[config.mk]
export PLATFORM = sky130hd
export DESIGN_NAME = osd_win_compositor
export DESIGN_NICKNAME = d
export VERILOG_FILES = /design/src/rtl/osd_win_pkg.sv /design/src/rtl/osd_win_regs.sv /design/src/rtl/osd_win_hit.sv /design/src/rtl/osd_win_prio.sv /design/src/rtl/osd_win_compositor.sv
export SDC_FILE = /design/constraint.sdc
export NUM_CORES = 1
export LEC_CHECK = 0
export BUFFER_PORTS_ARGS = -buffer_cell sky130_fd_sc_hd__clkbuf_2
export CAP_MARGIN = 20
export CORE_ASPECT_RATIO = 1.2
export CORE_MARGIN = 10
export CORE_UTILIZATION = 55
export DETAILED_ROUTE_END_ITERATION = 6
export GPL_ROUTABILITY_DRIVEN = 1
export PLACE_DENSITY_LB_ADDON = 0.1
export SYNTH_ARGS = -nofsm -noshare
export SYNTH_HDL_FRONTEND = slang
export SYNTH_SLANG_ARGS = --single-unit
export TNS_END_PERCENT = 1
[constraint.sdc]
create_clock -name clk -period 4.8 [get_ports clk]
set_clock_uncertainty 0.05 [all_clocks]
set_input_delay 0.24 -clock clk [delete_from_list [all_inputs] [get_ports clk]]
set_output_delay 0.24 -clock clk [all_outputs]
set_load 0.005 [all_outputs]
[src/rtl/osd_win_pkg.sv]
package osd_win_pkg;

   // Bit positions in the control byte.
   localparam int CTL_OVL_BIT   = 0;
   localparam int CTL_FORCE_BIT = 1;
   localparam int CTL_CHARS_BIT = 2;
   localparam int CTL_POS_BIT   = 3;
   localparam int CTL_DRVLO_BIT = 4;
   localparam int CTL_CLR_BIT   = 5;

   typedef struct packed {
      logic drv_low;
      logic fb_pos;
      logic chars_only;
      logic force_fb;
      logic ovl_en;
   } ctl_t;

   typedef enum logic [1:0] {
      LAYER_NONE,
      LAYER_WIN,
      LAYER_EDGE,
      LAYER_GLYPH
   } layer_e;

endpackage

[src/rtl/osd_win_regs.sv]
module osd_win_regs
   import osd_win_pkg::*;
#(
   parameter int NUM_WIN = 4,
   parameter int COL_W   = 5,
   parameter int ADDR_W  = 4
) (
   input  logic                            clk,
   input  logic                            rst_n,
   input  logic                            we,
   input  logic [ADDR_W-1:0]               addr,
   input  logic [7:0]                      wdata,
   output logic [NUM_WIN-1:0][2:0][7:0]    desc_o,
   output ctl_t                            ctl_o
);
   localparam int EN_BIT   = 7 - COL_W;
   localparam int CTL_ADDR = 3 * NUM_WIN;

   logic               clr_cmd;
   logic [NUM_WIN-1:0] en_vec;

   assign clr_cmd = we && (addr == ADDR_W'(CTL_ADDR)) && wdata[CTL_CLR_BIT];

   for (genvar w = 0; w < NUM_WIN; w++) begin : g_win
      logic [2:0][7:0] bytes_q;

      always_ff @(posedge clk or negedge rst_n) begin
         if (!rst_n) begin
            bytes_q <= '0;
         end else begin
            for (int k = 0; k < 3; k++) begin
               if (we && (addr == ADDR_W'(3 * w + k))) begin
                  bytes_q[k] <= wdata;
               end
            end
            if (clr_cmd) begin
               bytes_q[1][EN_BIT] <= 1'b0;
            end
         end
      end

      assign desc_o[w] = bytes_q;
      assign en_vec[w] = bytes_q[1][EN_BIT];
   end

   always_ff @(posedge clk or negedge rst_n) begin
      if (!rst_n) begin
         ctl_o <= '{drv_low: 1'b0, fb_pos: 1'b1, chars_only: 1'b0,
                    force_fb: 1'b0, ovl_en: 1'b0};
      end else if (we && (addr == ADDR_W'(CTL_ADDR))) begin
         ctl_o.ovl_en     <= wdata[CTL_OVL_BIT];
         ctl_o.force_fb   <= wdata[CTL_FORCE_BIT];
         ctl_o.chars_only <= wdata[CTL_CHARS_BIT];
         ctl_o.fb_pos     <= wdata[CTL_POS_BIT];
         ctl_o.drv_low    <= wdata[CTL_DRVLO_BIT];
      end
   end


   clr_en_chk: assert property (@(posedge clk) disable iff (!rst_n)
      clr_cmd |=> (en_vec == '0));

endmodule

[src/rtl/osd_win_hit.sv]
module osd_win_hit #(
   parameter int ROW_W = 4,
   parameter int COL_W = 5,
   parameter int CLR_W = 3
) (
   input  logic [2:0][7:0]   desc,
   input  logic [ROW_W-1:0]  row,
   input  logic [COL_W-1:0]  col,
   output logic              hit,
   output logic              ccs,
   output logic [CLR_W-1:0]  rgb
);
   logic [ROW_W-1:0] row_s, row_e;
   logic [COL_W-1:0] col_s, col_e;
   logic             en;
   logic             unused_bits;

   assign row_s = desc[0][7 -: ROW_W];
   assign row_e = desc[0][ROW_W-1:0];
   assign col_s = desc[1][7 -: COL_W];
   assign en    = desc[1][7 - COL_W];
   assign ccs   = desc[1][6 - COL_W];
   assign col_e = desc[2][7 -: COL_W];
   assign rgb   = desc[2][CLR_W-1:0];
   assign unused_bits = ^desc;

   // Inclusive bounds; start above end leaves the range empty.
   assign hit = en && (row >= row_s) && (row <= row_e)
                   && (col >= col_s) && (col <= col_e);

endmodule

[src/rtl/osd_win_prio.sv]
module osd_win_prio #(
   parameter int NUM_WIN = 4,
   parameter int CLR_W   = 3
) (
   input  logic [NUM_WIN-1:0]            hit,
   input  logic [NUM_WIN-1:0]            ccs,
   input  logic [NUM_WIN-1:0][CLR_W-1:0] rgb,
   output logic                          any_hit,
   output logic                          sel_ccs,
   output logic [CLR_W-1:0]              sel_rgb
);
   // Scan from the weakest window up, so the lowest index is applied last.
   always_comb begin
      any_hit = 1'b0;
      sel_ccs = 1'b0;
      sel_rgb = '0;
      for (int w = NUM_WIN - 1; w >= 0; w--) begin
         if (hit[w]) begin
            any_hit = 1'b1;
            sel_ccs = ccs[w];
            sel_rgb = rgb[w];
         end
      end
   end

endmodule

[src/rtl/osd_win_compositor.sv]
module osd_win_compositor
   import osd_win_pkg::*;
#(
   parameter int NUM_WIN = 4,
   parameter int ROW_W   = 4,
   parameter int COL_W   = 5,
   parameter int CLR_W   = 3,
   localparam int ADDR_W = $clog2(3 * NUM_WIN + 1)
) (
   input  logic              clk,
   input  logic              rst_n,
   input  logic              cfg_we,
   input  logic [ADDR_W-1:0] cfg_addr,
   input  logic [7:0]        cfg_wdata,
   input  logic [ROW_W-1:0]  cell_row,
   input  logic [COL_W-1:0]  cell_col,
   input  logic              glyph_px,
   input  logic              edge_px,
   input  logic [CLR_W-1:0]  clr1,
   input  logic [CLR_W-1:0]  clr2,
   output logic [CLR_W-1:0]  rgb_o,
   output logic              fblank_o,
   output logic              pad_oe_o
);
   if ((2 * ROW_W > 8) || (COL_W + 2 > 8) || (COL_W + CLR_W > 8) || (NUM_WIN < 1)) begin : g_bad_cfg
      $error("osd_win_compositor: field widths do not fit the byte layout");
   end

   logic [NUM_WIN-1:0][2:0][7:0]    desc;
   ctl_t                            ctl;
   logic [NUM_WIN-1:0]              w_hit;
   logic [NUM_WIN-1:0]              w_ccs;
   logic [NUM_WIN-1:0][CLR_W-1:0]   w_rgb;
   logic                            any_hit;
   logic                            sel_ccs;
   logic [CLR_W-1:0]                sel_rgb;
   layer_e                          layer;
   logic [CLR_W-1:0]                rgb_n;
   logic                            act_n;

   osd_win_regs #(.NUM_WIN(NUM_WIN), .COL_W(COL_W), .ADDR_W(ADDR_W)) u_regs (
      .clk    (clk),
      .rst_n  (rst_n),
      .we     (cfg_we),
      .addr   (cfg_addr),
      .wdata  (cfg_wdata),
      .desc_o (desc),
      .ctl_o  (ctl)
   );

   for (genvar w = 0; w < NUM_WIN; w++) begin : g_hit
      osd_win_hit #(.ROW_W(ROW_W), .COL_W(COL_W), .CLR_W(CLR_W)) u_hit (
         .desc (desc[w]),
         .row  (cell_row),
         .col  (cell_col),
         .hit  (w_hit[w]),
         .ccs  (w_ccs[w]),
         .rgb  (w_rgb[w])
      );
   end

   osd_win_prio #(.NUM_WIN(NUM_WIN), .CLR_W(CLR_W)) u_prio (
      .hit     (w_hit),
      .ccs     (w_ccs),
      .rgb     (w_rgb),
      .any_hit (any_hit),
      .sel_ccs (sel_ccs),
      .sel_rgb (sel_rgb)
   );

   always_comb begin
      if (glyph_px)      layer = LAYER_GLYPH;
      else if (edge_px)  layer = LAYER_EDGE;
      else if (any_hit)  layer = LAYER_WIN;
      else               layer = LAYER_NONE;

      unique case (layer)
         LAYER_GLYPH: begin
            rgb_n = (any_hit && sel_ccs) ? clr2 : clr1;
            act_n = 1'b1;
         end
         LAYER_EDGE: begin
            rgb_n = '0;
            act_n = 1'b1;
         end
         LAYER_WIN: begin
            rgb_n = sel_rgb;
            act_n = !ctl.chars_only;
         end
         default: begin
            rgb_n = '0;
            act_n = 1'b0;
         end
      endcase
      if (ctl.force_fb) act_n = 1'b1;
   end

   always_ff @(posedge clk or negedge rst_n) begin
      if (!rst_n) begin
         rgb_o    <= '0;
         fblank_o <= 1'b0;
         pad_oe_o <= 1'b0;
      end else if (!ctl.ovl_en) begin
         rgb_o    <= '0;
         fblank_o <= 1'b0;
         pad_oe_o <= ctl.drv_low;
      end else begin
         rgb_o    <= rgb_n;
         fblank_o <= act_n ^ !ctl.fb_pos;
         pad_oe_o <= 1'b1;
      end
   end


   ovl_off_chk: assert property (@(posedge clk) disable iff (!rst_n)
      !ctl.ovl_en |=> (rgb_o == '0) && !fblank_o && (pad_oe_o == $past(ctl.drv_low)));


   force_fb_chk: assert property (@(posedge clk) disable iff (!rst_n)
      (ctl.ovl_en && ctl.force_fb) |=> (fblank_o == $past(ctl.fb_pos)));


   edge_black_chk: assert property (@(posedge clk) disable iff (!rst_n)
      (ctl.ovl_en && edge_px && !glyph_px) |=> (rgb_o == '0));


   glyph_fb_chk: assert property (@(posedge clk) disable iff (!rst_n)
      (ctl.ovl_en && glyph_px) |=> (fblank_o == $past(ctl.fb_pos)));

endmodule

Word level (Yosys, flattened, before mapping)

Index checks and enable logic that the tools add are counted.

Register bits: 106
Output and inout port bits: 5

Magnitude comparators: 16
Equal/unequal tests: 15
Mux-type cells: 30
Bitwise operators: 1
Reductions and logical operators: 39

Operators with widths:

| cell                                                             | number |
|---|---|
| 1-bit logical AND                                                | 31 |
| 3-bit two-way mux                                                | 10 |
| 4-bit == test (second input constant)                            | 5 |
| 5-bit >= comparator                                              | 4 |
| 5-bit <= comparator                                              | 4 |
| 4-bit by 3-bit == test with 1-bit output (second input constant) | 4 |
| 4-bit >= comparator                                              | 4 |
| 4-bit <= comparator                                              | 4 |
| 1-bit two-way mux                                                | 16 |
| 4-bit by 2-bit == test with 1-bit output (second input constant) | 2 |
| 2-bit nonzero test                                               | 4 |
| 3-bit one-hot mux with 2 select lines                            | 1 |
| 2-bit == test (second input constant)                            | 2 |
| 4-bit by 1-bit == test with 1-bit output (second input constant) | 1 |
| 4-bit zero test                                                  | 1 |
| 2-bit two-way mux                                                | 2 |
| 2-bit by 1-bit == test with 1-bit output (second input constant) | 1 |
| 1-bit zero test                                                  | 2 |
| 1-bit one-hot mux with 2 select lines                            | 1 |
| 2-bit OR reduction                                               | 1 |
| 1-bit XOR                                                        | 1 |

Longest topological paths before layout

Word-level depth: 18
Mapped depth: 10
Mapped depth without buffers: 10

By module

Synthesis repeated with hierarchy kept, for this count alone.

Cell total of the unflattened synthesis: 559
Area, all modules: 6,234.7 um^2

Modules (own cells, without submodules):

| module             | instances | cells an instance | area an instance (um^2) |
|---|---|---|---|
| osd_win_regs       | 1         | 253               | 3,968.8 |
| osd_win_hit        | 4         | 65                | 466.7 |
| osd_win_compositor | 1         | 24                | 275.3 |
| osd_win_prio       | 1         | 22                | 123.9 |

Worst setup path after synthesis

Ideal clock, no wire load.

Path type: register to register
Start: reg u_regs.g_win[0].bytes_q, in the netlist u_regs.desc_o[22]
End: reg rgb_o[1]
Setup time: 82 ps
Data arrival time: 2,364 ps
Required time: 4,668 ps
Setup slack: 2,303 ps
Stages on the path, launching flop included: 11
Buffers on the path: 0
Period minus slack after synthesis: 2,497 ps
Path through: dfrtp_1 -> inv_1 -> ha_1 -> a21oi_2 -> a21boi_1 -> o32a_1 -> or3_4 -> nor2_4 -> nor4_2 -> or4b_4 -> o22ai_1

Cells in the longest elaborated chain, start to end: 9

RTL lines:

| what                                                                      | RTL line                  | RTL |
|---|---|---|
| start: declaration                                                        | osd_win_regs.sv:25        | `logic [2:0][7:0] bytes_q;` |
| start signal: indexed assignment                                          | osd_win_regs.sv:33        | `bytes_q[k] <= wdata;` |
| 5-bit <= comparator (*)                                                   | osd_win_hit.sv:29         | `&& (col >= col_s) && (col <= col_e);` |
| 1-bit logical AND (*)                                                     | osd_win_hit.sv:29         |  |
| 1-bit two-way mux                                                         | osd_win_prio.sv:18        | `if (hit[w]) begin` |
| 1-bit two-way mux                                                         | osd_win_compositor.sv:74  | `else if (any_hit) layer = LAYER_WIN;` |
| 2-bit two-way mux                                                         | osd_win_compositor.sv:73  | `else if (edge_px) layer = LAYER_EDGE;` |
| 2-bit two-way mux                                                         | osd_win_compositor.sv:72  | `if (glyph_px) layer = LAYER_GLYPH;` |
| 2-bit by 1-bit == test with 1-bit output or 2-bit == test (tied branches) | osd_win_compositor.sv:77  | `unique case (layer)` |
| 3-bit one-hot mux with 2 select lines (*)                                 | osd_win_compositor.sv:77  |  |
| 3-bit two-way mux (*)                                                     | osd_win_compositor.sv:103 | `end else if (!ctl.ovl_en) begin` |
| end signal: assignment                                                    | osd_win_compositor.sv:108 | `rgb_o <= rgb_n;` |
| end: declaration                                                          | osd_win_compositor.sv:21  | `output logic [CLR_W-1:0] rgb_o,` |

Mark *: on every way between the ends. The rest lies on a longest branch, timed or not.
A chain may end at the register's enable or synchronous reset.

Final worst setup path

Start: reg u_regs.g_win[3].bytes_q, in the netlist u_regs.desc_o[76]
End: reg rgb_o[1]

Cells in the longest elaborated chain, start to end: 15

RTL lines:

| what                                                                      | RTL line                  | RTL |
|---|---|---|
| start: declaration                                                        | osd_win_regs.sv:25        |  |
| start signal: indexed assignment                                          | osd_win_regs.sv:33        |  |
| 4-bit >= comparator (*)                                                   | osd_win_hit.sv:28         | `assign hit = en && (row >= row_s) && (row <= row_e)` |
| 1-bit logical AND (*) (2 in series)                                       | osd_win_hit.sv:28         |  |
| 1-bit logical AND (*) (2 in series)                                       | osd_win_hit.sv:29         |  |
| 1-bit two-way mux (4 in series)                                           | osd_win_prio.sv:18        |  |
| 1-bit two-way mux                                                         | osd_win_compositor.sv:74  |  |
| 2-bit two-way mux                                                         | osd_win_compositor.sv:73  |  |
| 2-bit two-way mux                                                         | osd_win_compositor.sv:72  |  |
| 2-bit by 1-bit == test with 1-bit output or 2-bit == test (tied branches) | osd_win_compositor.sv:77  |  |
| 3-bit one-hot mux with 2 select lines (*)                                 | osd_win_compositor.sv:77  |  |
| 3-bit two-way mux (*)                                                     | osd_win_compositor.sv:103 |  |

Marked as above.

==> metrics.md <==
| Metric | Value |
|---|---|
| Status | `finished clean` |
| Setup TNS | `0 ns` |
| Max FO, Critical Path | `3` |
| Clock Tree Buf Depth | `2` |
| Cell with the most instances after synthesis | `dfrtp_1` |
| Cell accounting for the most synthesized area | `dfrtp_1` |
| Initial core utilization | `0.557` |
| Cells after synthesis | `541` |
| FF+latch count, synth | `102` |
| # fillers | `between 800 and 900` |
| Detailed Routing Iterations Pass 1 | `4` |
| Hold/Removal Path Class | `in -> reg` |
| Sequential share of the synthesized area | `0.440` |
| Hold Vio Cnt, Final | `0` |
| Worst path slowest cell | `a211oi_1` |
| Post_cts resized | `0` |
| DRC | `0` |
| Post-CTS setup buffer count | `0` |
| RSZ-0062 raised after global routing | `false` |
| Layout Nets | `675` |
| LEAKAGE | `roughly 3.1 nW` |
| PD cells | `398 nW/um^2` |
| Layout area overhead | `9.82%` |
| CTS buffer count | `9` |
| CP Class | `reg -> reg` |
| Crit path cell chain | `ha_1 > nand2b_1 > a2111oi_0 > nor4b_1 > nor4b_4 > a32oi_1 > a211oi_1 > mux2i_1 > o22ai_1` |
| Synth warn | `0` |
| DIE HEIGHT | `132 microns` |
| Worst EP arrival | `3.03 ns` |
| Die area | `15100 sq um` |
| Worst skew pair latency | `0.34 ns` |
| Leading post-synthesis cells by cell area | `dfrtp_1, ha_1, mux2_2` |
| Slew at the pin with the worst max-slew slack | `~0.92 ns` |
| Vias per cell | `5.79` |
| Final Max Slew Viols | `0` |
| Layout cells sized above 1 | `0.214` |
| Clock Tree Root | `clkbuf_16` |
| Largest net degree at the start of global routing | `66` |
| Fmax | `350 MHz` |
| CP endpoint kind | `flop` |
| Vias in the first global route | `4372` |
| Slew headroom | `0.386` |
| Final setup fails | `0` |
| Post-placement cell count | `688` |
| CP startpoint kind | `flop` |
| Initial drt markers | `122` |
| Most frequent cells after synthesis | `dfrtp_1, ha_1, inv_1` |
| Avg Cell Area, Syn | `10.7 sq um` |
| PortBufs | `36` |
| Post-synth ARST share | `1.00` |
| CTS tree | `done` |
| WL/cell | `18.8 microns` |
| GR Overflow Total | `0` |
| Drt total wl | `13300 microns` |
| Post-layout min period | `2.86 ns` |
| Synthesized area | `between 5000 and 6000 sq um` |
| GRT Total Usage | `0.185` |
| Met2 GRT Util | `0.317` |
| CTS Hold Buffers Added | `1` |
| Synth unique cells | `55` |
| VDD IR max | `approximately 0.20 mV` |
| First-pass GRT wire length | `22300 microns` |
| Core footprint | `between 10000 and 15000 sq um` |
| DRT antenna net count | `0` |
| Antenna diodes | `0` |
| Post-synth top area share | `0.436` |
| Number of flops mapped to enable cells by yosys | `0` |
| Max-cap violations | `0` |
| Met3 Use GR | `0.0303` |
| Leading register cell type out of synthesis | `dfrtp_1` |
| Initial antenna violation count | `0` |
| CP peak stage delay | `0.59 ns` |
| Detailed placer's ending HPWL | `between 9000 and 10000 microns` |
| Final core utilization | `0.611` |
| Critical Path RT | `4.97 ns` |
| Fin crit share | `0.595` |
| Clock sink count | `102` |
| # IOs | `37` |
| Syn nets | `645` |
| Die W | `approximately 110 microns` |
| Routability congestion estimate | `0.791` |
| Layout Cells excl Fill | `705` |
| Number of H-tree levels | `3` |
| Clock transition at path regs | `about 0.070 ns` |
| GRT Max-Usage Layer | `met2` |
| Met1 usage | `0.230` |
| Row count | `slightly above 40` |
| Vias | `4084` |
==> power breakdown <==
group,switching [mW],internal (mW),total (mW)
registers,0.0876,1.06,1.15
clock network,0.319,0.368,0.687
logic,0.373,0.329,0.702
total,0.779,1.76,2.53
==> worst paths after layout <==
kind,start,end,slack (ns),cells after the start
max,u_regs.desc_o[76],rgb_o[1],1.94,9
min,edge_px,rgb_o[0],0.16,3
max reg2reg,u_regs.desc_o[76],rgb_o[1],1.94,9
min reg2reg,u_regs.ctl_o[4],pad_oe_o,0.41,1
max in group asynchronous,rst_n,u_regs.desc_o[16],3.15,3
min in group asynchronous,rst_n,u_regs.desc_o[84],0.34,2
==> sequential cells by signal, indices dropped and copies added, names as in the netlist <==
register,flops
rgb_o,3
pad_oe_o,1
fblank_o,1
u_regs.ctl_o,5
u_regs.desc_o,92
==> cell type report <==
| type | count | area, sq um | area share |
|---|---|---|---|
| inverters | 65 | 244 | 0.0383 |
| flip-flops and latches | 102 | 2550 | 0.401 |
| repair buffers | 38 | 200 | 0.0314 |
| clock inverters | 4 | 32.5 | 0.00511 |
| well taps | 129 | 161 | 0.0253 |
| multi-input cells | 355 | 2930 | 0.460 |
| clock buffers | 12 | 246 | 0.0387 |
==> through the flow <==
| stage | cell area, sq um | worst slack [ns] | hold slack (ns) | power [mW] |
|---|---|---|---|---|
| floorplan | 5800 | 2.30 | -0.106 | 1.64 |
| global placement | 6080 | 1.84 | 0.189 | 1.82 |
| detailed placement | 6080 | 1.80 | 0.187 | 1.86 |
| CTS | 6370 | 1.92 | 0.154 | 2.56 |
| global route | 6370 | 1.73 | 0.160 | 2.71 |
| finish | 6370 | 1.94 | 0.161 | 2.53 |
==> metal layers <==
layer	part of all wire	wire, microns
met1	0.45	5960
met2	0.51	6700
met3	0.027	362
met4	0.018	238
met5	0	0
==> worst max-delay path, delay by kind of cell (launching register included) <==
family                   cells  cell delay, ns
flip-flops                   1            0.39
adder cells (fa/ha/maj)      1            0.27
multiplexers                 1            0.26
AO/OA/AOI/OAI                4            0.94
AND/OR/NAND/NOR              3            0.83
==> kinds of logic after synthesis <==
logic type / after synthesis / synth area share
adders and majority gates: 72 / 0.155
buffers and inverters: 84 / 0.0544
AOI/OAI and AO/OA: 109 / 0.120
muxes: 67 / 0.128
DFF: 102 / 0.440
and+or+nand+nor: 107 / 0.101
==> placed cells by master (no fill, tap or decap), types with 2 or more instances in the layout <==
master,count
a211o_1,2
a31oi_1,2
nand3b_1,2
inv_1,65
clkbuf_16,9
or3_1,2
nand2_1,41
a21oi_1,16
a2bb2oi_1,3
nand2b_1,10
a221oi_1,3
o21a_1,4
clkinv_4,2
nand4_1,4
ha_1,72
a21oi_2,2
mux2i_1,8
nor2_1,15
nor2b_1,4
buf_4,2
and4_1,5
a211oi_1,4
clkbuf_2,35
clkbuf_1,2
nor3_1,5
and3_1,2
dfrtp_1,101
a21boi_1,2
o22ai_1,7
clkinvlp_4,2
a21o_1,5
nor3b_1,2
o21ai_0,45
mux2_2,59
nand3_1,5
Power figures use the tool's default switching activity.
